$ cat src/rtl/pll_pkg.sv
package pll_pkg;

  // Strobes from the divider datapath to the control section
  typedef struct packed {
    logic refTick;
    logic fbTick;
  } divStrobe_t;

  // Strobes from the control section to the divider datapath
  typedef struct packed {
    logic holdDiv;
  } pllCtrl_t;

endpackage

$ cat src/rtl/pll_divider.sv
module pll_divider #(
  parameter int CNT_W = 14
) (
  input  logic             clk,
  input  logic             rstN,
  input  logic             hold,
  input  logic             waveIn,
  input  logic [CNT_W-1:0] limit,
  output logic             tick
);

  logic             prevQ;
  logic [CNT_W-1:0] cntQ;
  logic             tickQ;
  logic [CNT_W-1:0] limEff;
  logic             riseEdge;

  assign limEff   = (limit == '0) ? CNT_W'(1) : limit;
  assign riseEdge = waveIn & ~prevQ;
  assign tick     = tickQ;

  always_ff @(posedge clk) begin
    if (!rstN) prevQ <= 1'b0;
    else       prevQ <= waveIn;
  end

  always_ff @(posedge clk) begin
    if (!rstN || hold) begin
      cntQ  <= '0;
      tickQ <= 1'b0;
    end else if (riseEdge) begin
      if (cntQ >= limEff - CNT_W'(1)) begin
        cntQ  <= '0;
        tickQ <= 1'b1;
      end else begin
        cntQ  <= cntQ + CNT_W'(1);
        tickQ <= 1'b0;
      end
    end else begin
      tickQ <= 1'b0;
    end
  end

  // an edge needs a low sample before it, so ticks never repeat back to back
  p_tick_gap_r2: assert property (@(posedge clk) disable iff (!rstN) tickQ |=> !tickQ);
  // a held divider emits nothing
  p_tick_hold_r10: assert property (@(posedge clk) disable iff (!rstN) hold |=> !tickQ);

endmodule

$ cat src/rtl/pll_datapath.sv
module pll_datapath
  import pll_pkg::*;
#(
  parameter int REF_W = 14,
  parameter int FB_W  = 13
) (
  input  logic             clk,
  input  logic             rstN,
  input  pllCtrl_t         ctrl,
  input  logic             refIn,
  input  logic             fbIn,
  input  logic [REF_W-1:0] refDivCfg,
  input  logic [FB_W-1:0]  fbDivCfg,
  output divStrobe_t       strb
);

  logic refTick;
  logic fbTick;

  pll_divider #(.CNT_W(REF_W)) refDiv_i (
    .clk    (clk),
    .rstN   (rstN),
    .hold   (ctrl.holdDiv),
    .waveIn (refIn),
    .limit  (refDivCfg),
    .tick   (refTick)
  );

  pll_divider #(.CNT_W(FB_W)) fbDiv_i (
    .clk    (clk),
    .rstN   (rstN),
    .hold   (ctrl.holdDiv),
    .waveIn (fbIn),
    .limit  (fbDivCfg),
    .tick   (fbTick)
  );

  assign strb.refTick = refTick;
  assign strb.fbTick  = fbTick;

endmodule

$ cat src/rtl/pll_control.sv
module pll_control
  import pll_pkg::*;
#(
  parameter int LOCK_CYCLES = 3,
  parameter int ERR_TOL     = 1
) (
  input  logic       clk,
  input  logic       rstN,
  input  logic       chipEn,
  input  logic       swPowerDown,
  input  divStrobe_t strb,
  output pllCtrl_t   ctrl,
  output logic       pumpUp,
  output logic       pumpDn,
  output logic       pumpHiZ,
  output logic       lockDet
);

  localparam int GOOD_W = $clog2(LOCK_CYCLES + 1);
  localparam int ERR_W  = $clog2(ERR_TOL + 2);

  logic              active;
  logic              upQ;
  logic              dnQ;
  logic              bothQ;
  logic              oneSided;
  logic [GOOD_W-1:0] goodCnt;
  logic [ERR_W-1:0]  errCnt;
  logic              lockQ;

  assign active       = chipEn & ~swPowerDown;
  assign ctrl.holdDiv = ~active;
  assign bothQ        = upQ & dnQ;
  assign oneSided     = upQ ^ dnQ;

  // Three-state detector: two edge-set flops with a shared clear
  always_ff @(posedge clk) begin
    if (!rstN || !active) begin
      upQ <= 1'b0;
      dnQ <= 1'b0;
    end else if (bothQ) begin
      upQ <= strb.refTick;
      dnQ <= strb.fbTick;
    end else begin
      upQ <= upQ | strb.refTick;
      dnQ <= dnQ | strb.fbTick;
    end
  end

  // Lock qualification on the width of the one-sided pulse
  always_ff @(posedge clk) begin
    if (!rstN || !active) begin
      goodCnt <= '0;
      errCnt  <= '0;
      lockQ   <= 1'b0;
    end else if (bothQ) begin
      errCnt <= '0;
      if (errCnt <= ERR_W'(ERR_TOL)) begin
        if (goodCnt != GOOD_W'(LOCK_CYCLES)) goodCnt <= goodCnt + GOOD_W'(1);
        lockQ <= (goodCnt >= GOOD_W'(LOCK_CYCLES - 1));
      end else begin
        goodCnt <= '0;
        lockQ   <= 1'b0;
      end
    end else if (oneSided) begin
      if (errCnt != ERR_W'(ERR_TOL + 1)) errCnt <= errCnt + ERR_W'(1);
      if (errCnt >= ERR_W'(ERR_TOL)) begin
        goodCnt <= '0;
        lockQ   <= 1'b0;
      end
    end
  end

  assign pumpUp  = upQ & active;
  assign pumpDn  = dnQ & active;
  assign pumpHiZ = ~active;
  assign lockDet = lockQ;

  // a divided reference edge sets the up flop on the following clock
  p_up_set_r4: assert property (@(posedge clk) disable iff (!rstN)
    (strb.refTick && active) |=> upQ);
  // same for the feedback side
  p_dn_set_r5: assert property (@(posedge clk) disable iff (!rstN)
    (strb.fbTick && active) |=> dnQ);
  // overlap clears after one cycle unless both edges arrive again
  p_overlap_one_r6: assert property (@(posedge clk) disable iff (!rstN)
    (bothQ && !(strb.refTick && strb.fbTick)) |=> !bothQ);
  // lock only rises right after a detector reset
  p_lock_rise_r7: assert property (@(posedge clk) disable iff (!rstN)
    $rose(lockQ) |-> $past(bothQ));
  // a high-impedance request masks both enables
  p_hiz_mask_r9: assert property (@(posedge clk) disable iff (!rstN)
    pumpHiZ |-> (!pumpUp && !pumpDn));
  // lock is low from the first clock of power-down
  p_lock_pd_r10: assert property (@(posedge clk) disable iff (!rstN)
    !active |=> !lockQ);

endmodule

$ cat src/rtl/pll_core.sv
module pll_core
  import pll_pkg::*;
#(
  parameter int REF_W       = 14,
  parameter int FB_W        = 13,
  parameter int LOCK_CYCLES = 3,
  parameter int ERR_TOL     = 1
) (
  input  logic             clk,
  input  logic             rstN,
  input  logic             refIn,
  input  logic             fbIn,
  input  logic             chipEn,
  input  logic             swPowerDown,
  input  logic [REF_W-1:0] refDivCfg,
  input  logic [FB_W-1:0]  fbDivCfg,
  output logic             pumpUp,
  output logic             pumpDn,
  output logic             pumpHiZ,
  output logic             lockDet
);

  divStrobe_t strb;
  pllCtrl_t   ctrl;

  pll_datapath #(.REF_W(REF_W), .FB_W(FB_W)) datapath_i (
    .clk       (clk),
    .rstN      (rstN),
    .ctrl      (ctrl),
    .refIn     (refIn),
    .fbIn      (fbIn),
    .refDivCfg (refDivCfg),
    .fbDivCfg  (fbDivCfg),
    .strb      (strb)
  );

  pll_control #(.LOCK_CYCLES(LOCK_CYCLES), .ERR_TOL(ERR_TOL)) control_i (
    .clk         (clk),
    .rstN        (rstN),
    .chipEn      (chipEn),
    .swPowerDown (swPowerDown),
    .strb        (strb),
    .ctrl        (ctrl),
    .pumpUp      (pumpUp),
    .pumpDn      (pumpDn),
    .pumpHiZ     (pumpHiZ),
    .lockDet     (lockDet)
  );

endmodule

$ cat config.mk
export PLATFORM = sky130hd
export DESIGN_NAME = pll_core
export DESIGN_NICKNAME = d
export VERILOG_FILES = /design/src/rtl/pll_pkg.sv /design/src/rtl/pll_divider.sv /design/src/rtl/pll_datapath.sv /design/src/rtl/pll_control.sv /design/src/rtl/pll_core.sv
export SDC_FILE = /design/constraint.sdc
export NUM_CORES = 1
export LEC_CHECK = 0
export BUFFER_PORTS_ARGS = -buffer_cell sky130_fd_sc_hd__buf_4
export CORE_MARGIN = 3
export CORE_UTILIZATION = 58
export CTS_BUF_LIST = sky130_fd_sc_hd__clkbuf_8
export CTS_CLUSTER_SIZE = 24
export DETAILED_ROUTE_END_ITERATION = 10
export PLACE_DENSITY = 0.83
export SLEW_MARGIN = 20
export SYNTH_ARGS = -nofsm -noshare
export SYNTH_HDL_FRONTEND = slang
export SYNTH_HIERARCHICAL = 1
export SYNTH_SLANG_ARGS = --single-unit
$ cat constraint.sdc
create_clock -name clk -period 5 [get_ports clk]
set_clock_uncertainty 0.05 [all_clocks]
set_input_delay 0.75 -clock clk [delete_from_list [all_inputs] [get_ports clk]]
set_output_delay 0.75 -clock clk [all_outputs]
set_load 0.05 [all_outputs]
Word level (Yosys, flattened, before mapping)
Cells that the tools add are included.
{ "word_totals": {"reg_bits": 38, "input_bits": 33, "output_inout_bits": 4, "wordCells": 71} }
{ "classes": {"add_sub_neg": 6, "n_lt_le_gt_ge": 5, "n_eq_ne": 3, "mux": 17, "bitwise": 15, "reduce_logical": 14} }
{ "ops": {"columns": ["operator", "count"], "rows": [
  ["14-bit 2-to-1 mux", 2],
  ["13-bit 2-to-1 mux", 2],
  ["14-bit by 1-bit adder with 14-bit output (second input constant)", 1],
  ["14-bit greater-or-equal comparator", 1],
  ["14-bit zero test", 1],
  ["14-bit by 1-bit subtractor with 14-bit output (second input constant)", 1],
  ["13-bit by 1-bit adder with 13-bit output (second input constant)", 1],
  ["13-bit greater-or-equal comparator", 1],
  ["13-bit zero test", 1],
  ["13-bit by 1-bit subtractor with 13-bit output (second input constant)", 1],
  ["2-bit 2-to-1 mux", 5],
  ["1-bit 2-to-1 mux", 8],
  ["1-bit AND", 6],
  ["1-bit inverter", 6],
  ["2-bit OR reduction", 3],
  ["2-bit by 1-bit adder with 2-bit output (second input constant)", 2],
  ["2-bit != test (second input constant)", 2],
  ["2-bit AND reduction", 2],
  ["2-bit nonzero test", 2],
  ["3-bit != test (second input constant)", 1],
  ["3-bit AND reduction", 1],
  ["2-bit by 1-bit greater-or-equal comparator with 1-bit output (second input constant)", 1],
  ["2-bit greater-or-equal comparator (second input constant)", 1],
  ["2-bit by 1-bit less-or-equal comparator with 1-bit output (second input constant)", 1],
  ["other kinds (4)", 7]
]} }

Longest topological paths before layout
{ "depth": {"depth_word": 5, "mapped_depth": 15, "mapped_depth_nobuf": 14} }

By module
The synthesis kept the hierarchy.
{ "modules_own_cells": {"columns": ["module", "n_inst", "cells_per_inst", "area_each_um2", "seq_area_each_um2"], "rows": [
  ["pll_divider at datapath_i.refDiv_i", 1, 151, 1380.1, 320.3],
  ["pll_divider at datapath_i.fbDiv_i", 1, 145, 1163.6, 300.3],
  ["pll_control", 1, 48, 436.7, 140.1],
  ["pll_datapath", 1, 2, 15.0, 0.0]
]} }

Worst setup path before layout
No wires, ideal clock.
{ "synth_timing": {"path_kind": "input port to flip-flop", "startpoint": "input refDivCfg[10]", "endpoint": "register datapath_i.refDiv_i.cntQ[11]", "setup_ns": 0.080, "arrival_ns": 3.592, "t_required_ns": 4.870, "path_slack_ns": 1.278, "stages": 15, "n_path_buf": 1, "path_cell_list": "or4_4 > nor3_4 > and3b_1 > nor2_1 > ha_1 > and2_1 > nand2_1 > xor2_1 > ha_1 > and2_1 > a221o_1 > a21oi_4 > o21ai_2 > buf_6 > a211oi_2"} }
{ "synth_between": {"elab_chain_cells": 5} }
{ "synth_rtl": {"columns": ["item", "line", "rtl"], "rows": [
  ["start: declaration", "pll_core.sv:15", "input logic [REF_W-1:0] refDivCfg,"],
  ["14-bit zero test", "pll_divider.sv:18", "assign limEff = (limit == '0) ? CNT_W'(1) : limit;"],
  ["14-bit 2-to-1 mux *", "pll_divider.sv:18", null],
  ["14-bit by 1-bit subtractor with 14-bit output *", "pll_divider.sv:32", "if (cntQ >= limEff - CNT_W'(1)) begin"],
  ["14-bit greater-or-equal comparator *", "pll_divider.sv:32", null],
  ["14-bit 2-to-1 mux *", "pll_divider.sv:32", null],
  ["end signal: assignment", "pll_divider.sv:36", "cntQ <= cntQ + CNT_W'(1);"],
  ["end: declaration", "pll_divider.sv:13", "logic [CNT_W-1:0] cntQ;"]
]} }
Mark *: on every way between the ends. The rest lies on a longest branch, timed or not.
A chain may end at the register's enable or synchronous reset.

Worst setup path after layout
{ "layout_timing": {"startpoint": "input refDivCfg[10]", "endpoint": "register datapath_i.refDiv_i.cntQ[10]"} }
The elaborated chain is that of the path after synthesis.

==> reports/results.txt <==
Final-layout fill cell count: 393
Dominant cells by area after synthesis: dfxtp_1, ha_1, xor2_1, xnor2_1, nor2_1
Chip width: 77.9 um
RR Startpoint: datapath_i/refDiv_i/cntQ[13]
Ys async rst share: 0%
CP delay by family, top: simple AND/OR/NAND/NOR gates
Synthesized cell area: 0.00300 mm^2
Register area: 761 um^2
Critical Path RT: 5080 ps
Final Core Density: 69.9%
DRC viols: 0
Total CTS buffers: 5
Maximum clock frequency: 246 MHz
CORE AREA: 0.00485 mm^2
Overflow after GRT: 0
Setup crit start: refDivCfg[10]
Maximum VDD drop: 0.000190 V
Routed WL: 5.93 mm
Hold-fix buffers, CTS: 0
Buffer count from post-CTS setup fixing: 0
RSZ-0062 raised after global routing: no
Largest net degree at the start of global routing: 16
Post-synth EDFFs: 0
CTS tree: yes
Fin Setup TNS: 0 ps
Initial DRC count: 83
Critical path's largest stage delay: 650 ps
Starting Density: 61.8%
Synth top area share: 25.4%
I/O pins: 37
Post-Synthesis Cells: 346
Syn-to-layout area delta: 13.1%
Crit path DAT: 4140 ps
Die height: 77.9 um
Crit path buf inv count: 1
Synth Area per Inst: 8.66 um^2
Routed Antenna Nets: 0
Largest area contributor in the netlist: dfxtp_1
Hold WC Path Type: reg -> reg
Antenna violations before repair: 0
GPL Wtd Cong: 0.862
Worst hold start: datapath_i/fbDiv_i/tick
PortBufs: 36
Final setup vio count: 0
Sinks on Clock Net: 38
Routed length per instance: 13.2 um
Via count: 2565
Via density: 5.71
Pwr/cell area: 180 mW/mm^2
Clk_lat worst skew: 290 ps
Slew headroom: 48.3%
Synth unique cells: 59
H-tree depth: 2
PostCTS Resize Cnt: 0
Vias in the first global route: 2441
Global Route Usage Sum: 19.8%
Worst Tran Pin Value: 775 ps
Row count: 25
Nets@finish: 452
Min Tclk post-route: 4060 ps
Worst setup EP type: flip-flop
Status: finished, final reports clean
Clock Pin Slew Worst Setup and Hold Paths: 80 ps
Crit path max-delay cell type: o21ai_2
Final Hold Viols: 0
Multi-input combinational cell area: 0.00213 mm^2
Syn nets: 417
Cell Chain, Critical Path: buf_4, or4_4, nor3_4, and3b_1, nor2_1, ha_1, and2_1, nand3_1, xor2_1, ha_1, nand2_1, nor2_1, nand4_1, o21ai_2, a221oi_1
CTS max path bufs: 2
Number of diodes: 0
Total iterations of the first detailed-routing run: 4
Static leakage: 1.29 nW
Register area share after synthesis: 25.4%
Critical path peak fanout: 12
Total die area: 0.00606 mm^2
Period utilisation layout: 81.2%
Synth Flop Type: dfxtp_1
Layout cell share with drive strength beyond 1: 18.3%
Crit start category: primary input
Commonest cells post-synth: dfxtp_1, ha_1, nor2_1, nand2_1, xor2_1
Synth warnings: 6
Kind of critical path: in -> reg
Pins Over Slew Limit: 0
Global-route wire length before repair: 10.1 mm
Yosys reg bits: 38
Hpwl dp: 4.85 mm
Fin Hold WS: 404 ps
Root Buffer: clkbuf_8
MaxCap Viol Count: 0
-- placed cells by master, fill, tap and decap left out, drive strengths merged, types with 2 or more instances in the layout --
cell | Yosys | final
inv | 12 | 12
nor2b | 6 | 6
dfxtp | 38 | 38
nor4 | 5 | 5
ha | 38 | 38
or3 | 3 | 3
nand2b | 9 | 9
and2b | 2 | 2
a21o | 3 | 3
nor2 | 37 | 37
and3b | 2 | 2
o21ai | 6 | 6
a211oi | 12 | 12
and2 | 4 | 4
xnor2 | 17 | 17
a21oi | 21 | 21
clkbuf | 2 | 6
nor3 | 12 | 12
a31oi | 2 | 2
o2111ai | 4 | 4
xor2 | 22 | 22
and3 | 3 | 3
nand4 | 12 | 12
nand3 | 8 | 8
buf | 6 | 36
o21bai | 2 | 2
nand3b | 5 | 5
mux2i | 2 | 2
o22ai | 2 | 2
or4 | 3 | 3
nand2 | 32 | 32
-- metrics by stage --
stage | cell area [um^2] | std cells | power (mW) | worst slack, ps
global placement | 3290 | 441 | 0.396 | 741
CTS | 3390 | 449 | 0.615 | 963
floorplan | 3000 | 346 | 0.360 | 1280
finish | 3390 | 449 | 0.609 | 939
detailed placement | 3290 | 441 | 0.398 | 653
global route | 3390 | 449 | 0.640 | 716
-- final timing paths --
path,cells past startpoint,slack (ps),endpoint
max reg2reg,6,2730,datapath_i/refDiv_i/cntQ[10]
min,2,400,control_i/dnQ
max,15,940,datapath_i/refDiv_i/cntQ[10]
min reg2reg,2,400,control_i/dnQ
-- kinds of logic after synthesis --
family	after synthesis	share of synthesized area, %
and+or+nand+nor	146	26.1
DFF	38	25.4
xor gates and xnor gates	39	11.7
muxes	2	0.668
AOI/OAI and AO/OA	63	16.9
buffers and inverters	20	3.42
adders and majority gates	38	15.9
-- where the power goes --
part	switching, mW	total [mW]	internal [mW]
Sequential	0.000914	0.305	0.304
Combinational	0.0463	0.0865	0.0402
Clock	0.107	0.217	0.111
-- cell type report --
class	count	area share, %
Clock inverter	2	0.369
Sequential cell	38	22.5
Tap cell	67	2.48
Timing Repair Buffer	36	7.98
Inverter	12	1.33
Clock buffer	6	2.44
Multi-Input combinational cell	288	62.9
-- worst reg2reg max path: stages, from the launching register on --
cell	delay [ps]
dfxtp_1	340
ha_1	310
nand2_1	70
nor2_1	240
nand4_1	260
o21ai_2	660
a221oi_1	200
-- routing by layer --
| metal | up-vias | global-route usage (%) | share of wire [%] |
|---|---|---|---|
| met1 | 1194 | 23.8 | 46 |
| met4 | 0 | 6.76 | 1.5 |
| met2 | 45 | 34.7 | 49 |
| met3 | 8 | 4.41 | 3.7 |
| met5 | - | 0 | 0 |
| li1 | 1318 | - | - |
-- sequential cells by signal, indices dropped and copies added (netlist names) --
name / flops
control_i/dnQ: 1
control_i/errCnt: 2
control_i/goodCnt: 2
control_i/lockDet: 1
control_i/upQ: 1
datapath_i/fbDiv_i/cntQ: 13
datapath_i/fbDiv_i/prevQ: 1
datapath_i/fbDiv_i/tick: 1
datapath_i/refDiv_i/cntQ: 14
datapath_i/refDiv_i/prevQ: 1
datapath_i/refDiv_i/tick: 1
Note: power is estimated with default switching activity, not from simulation.
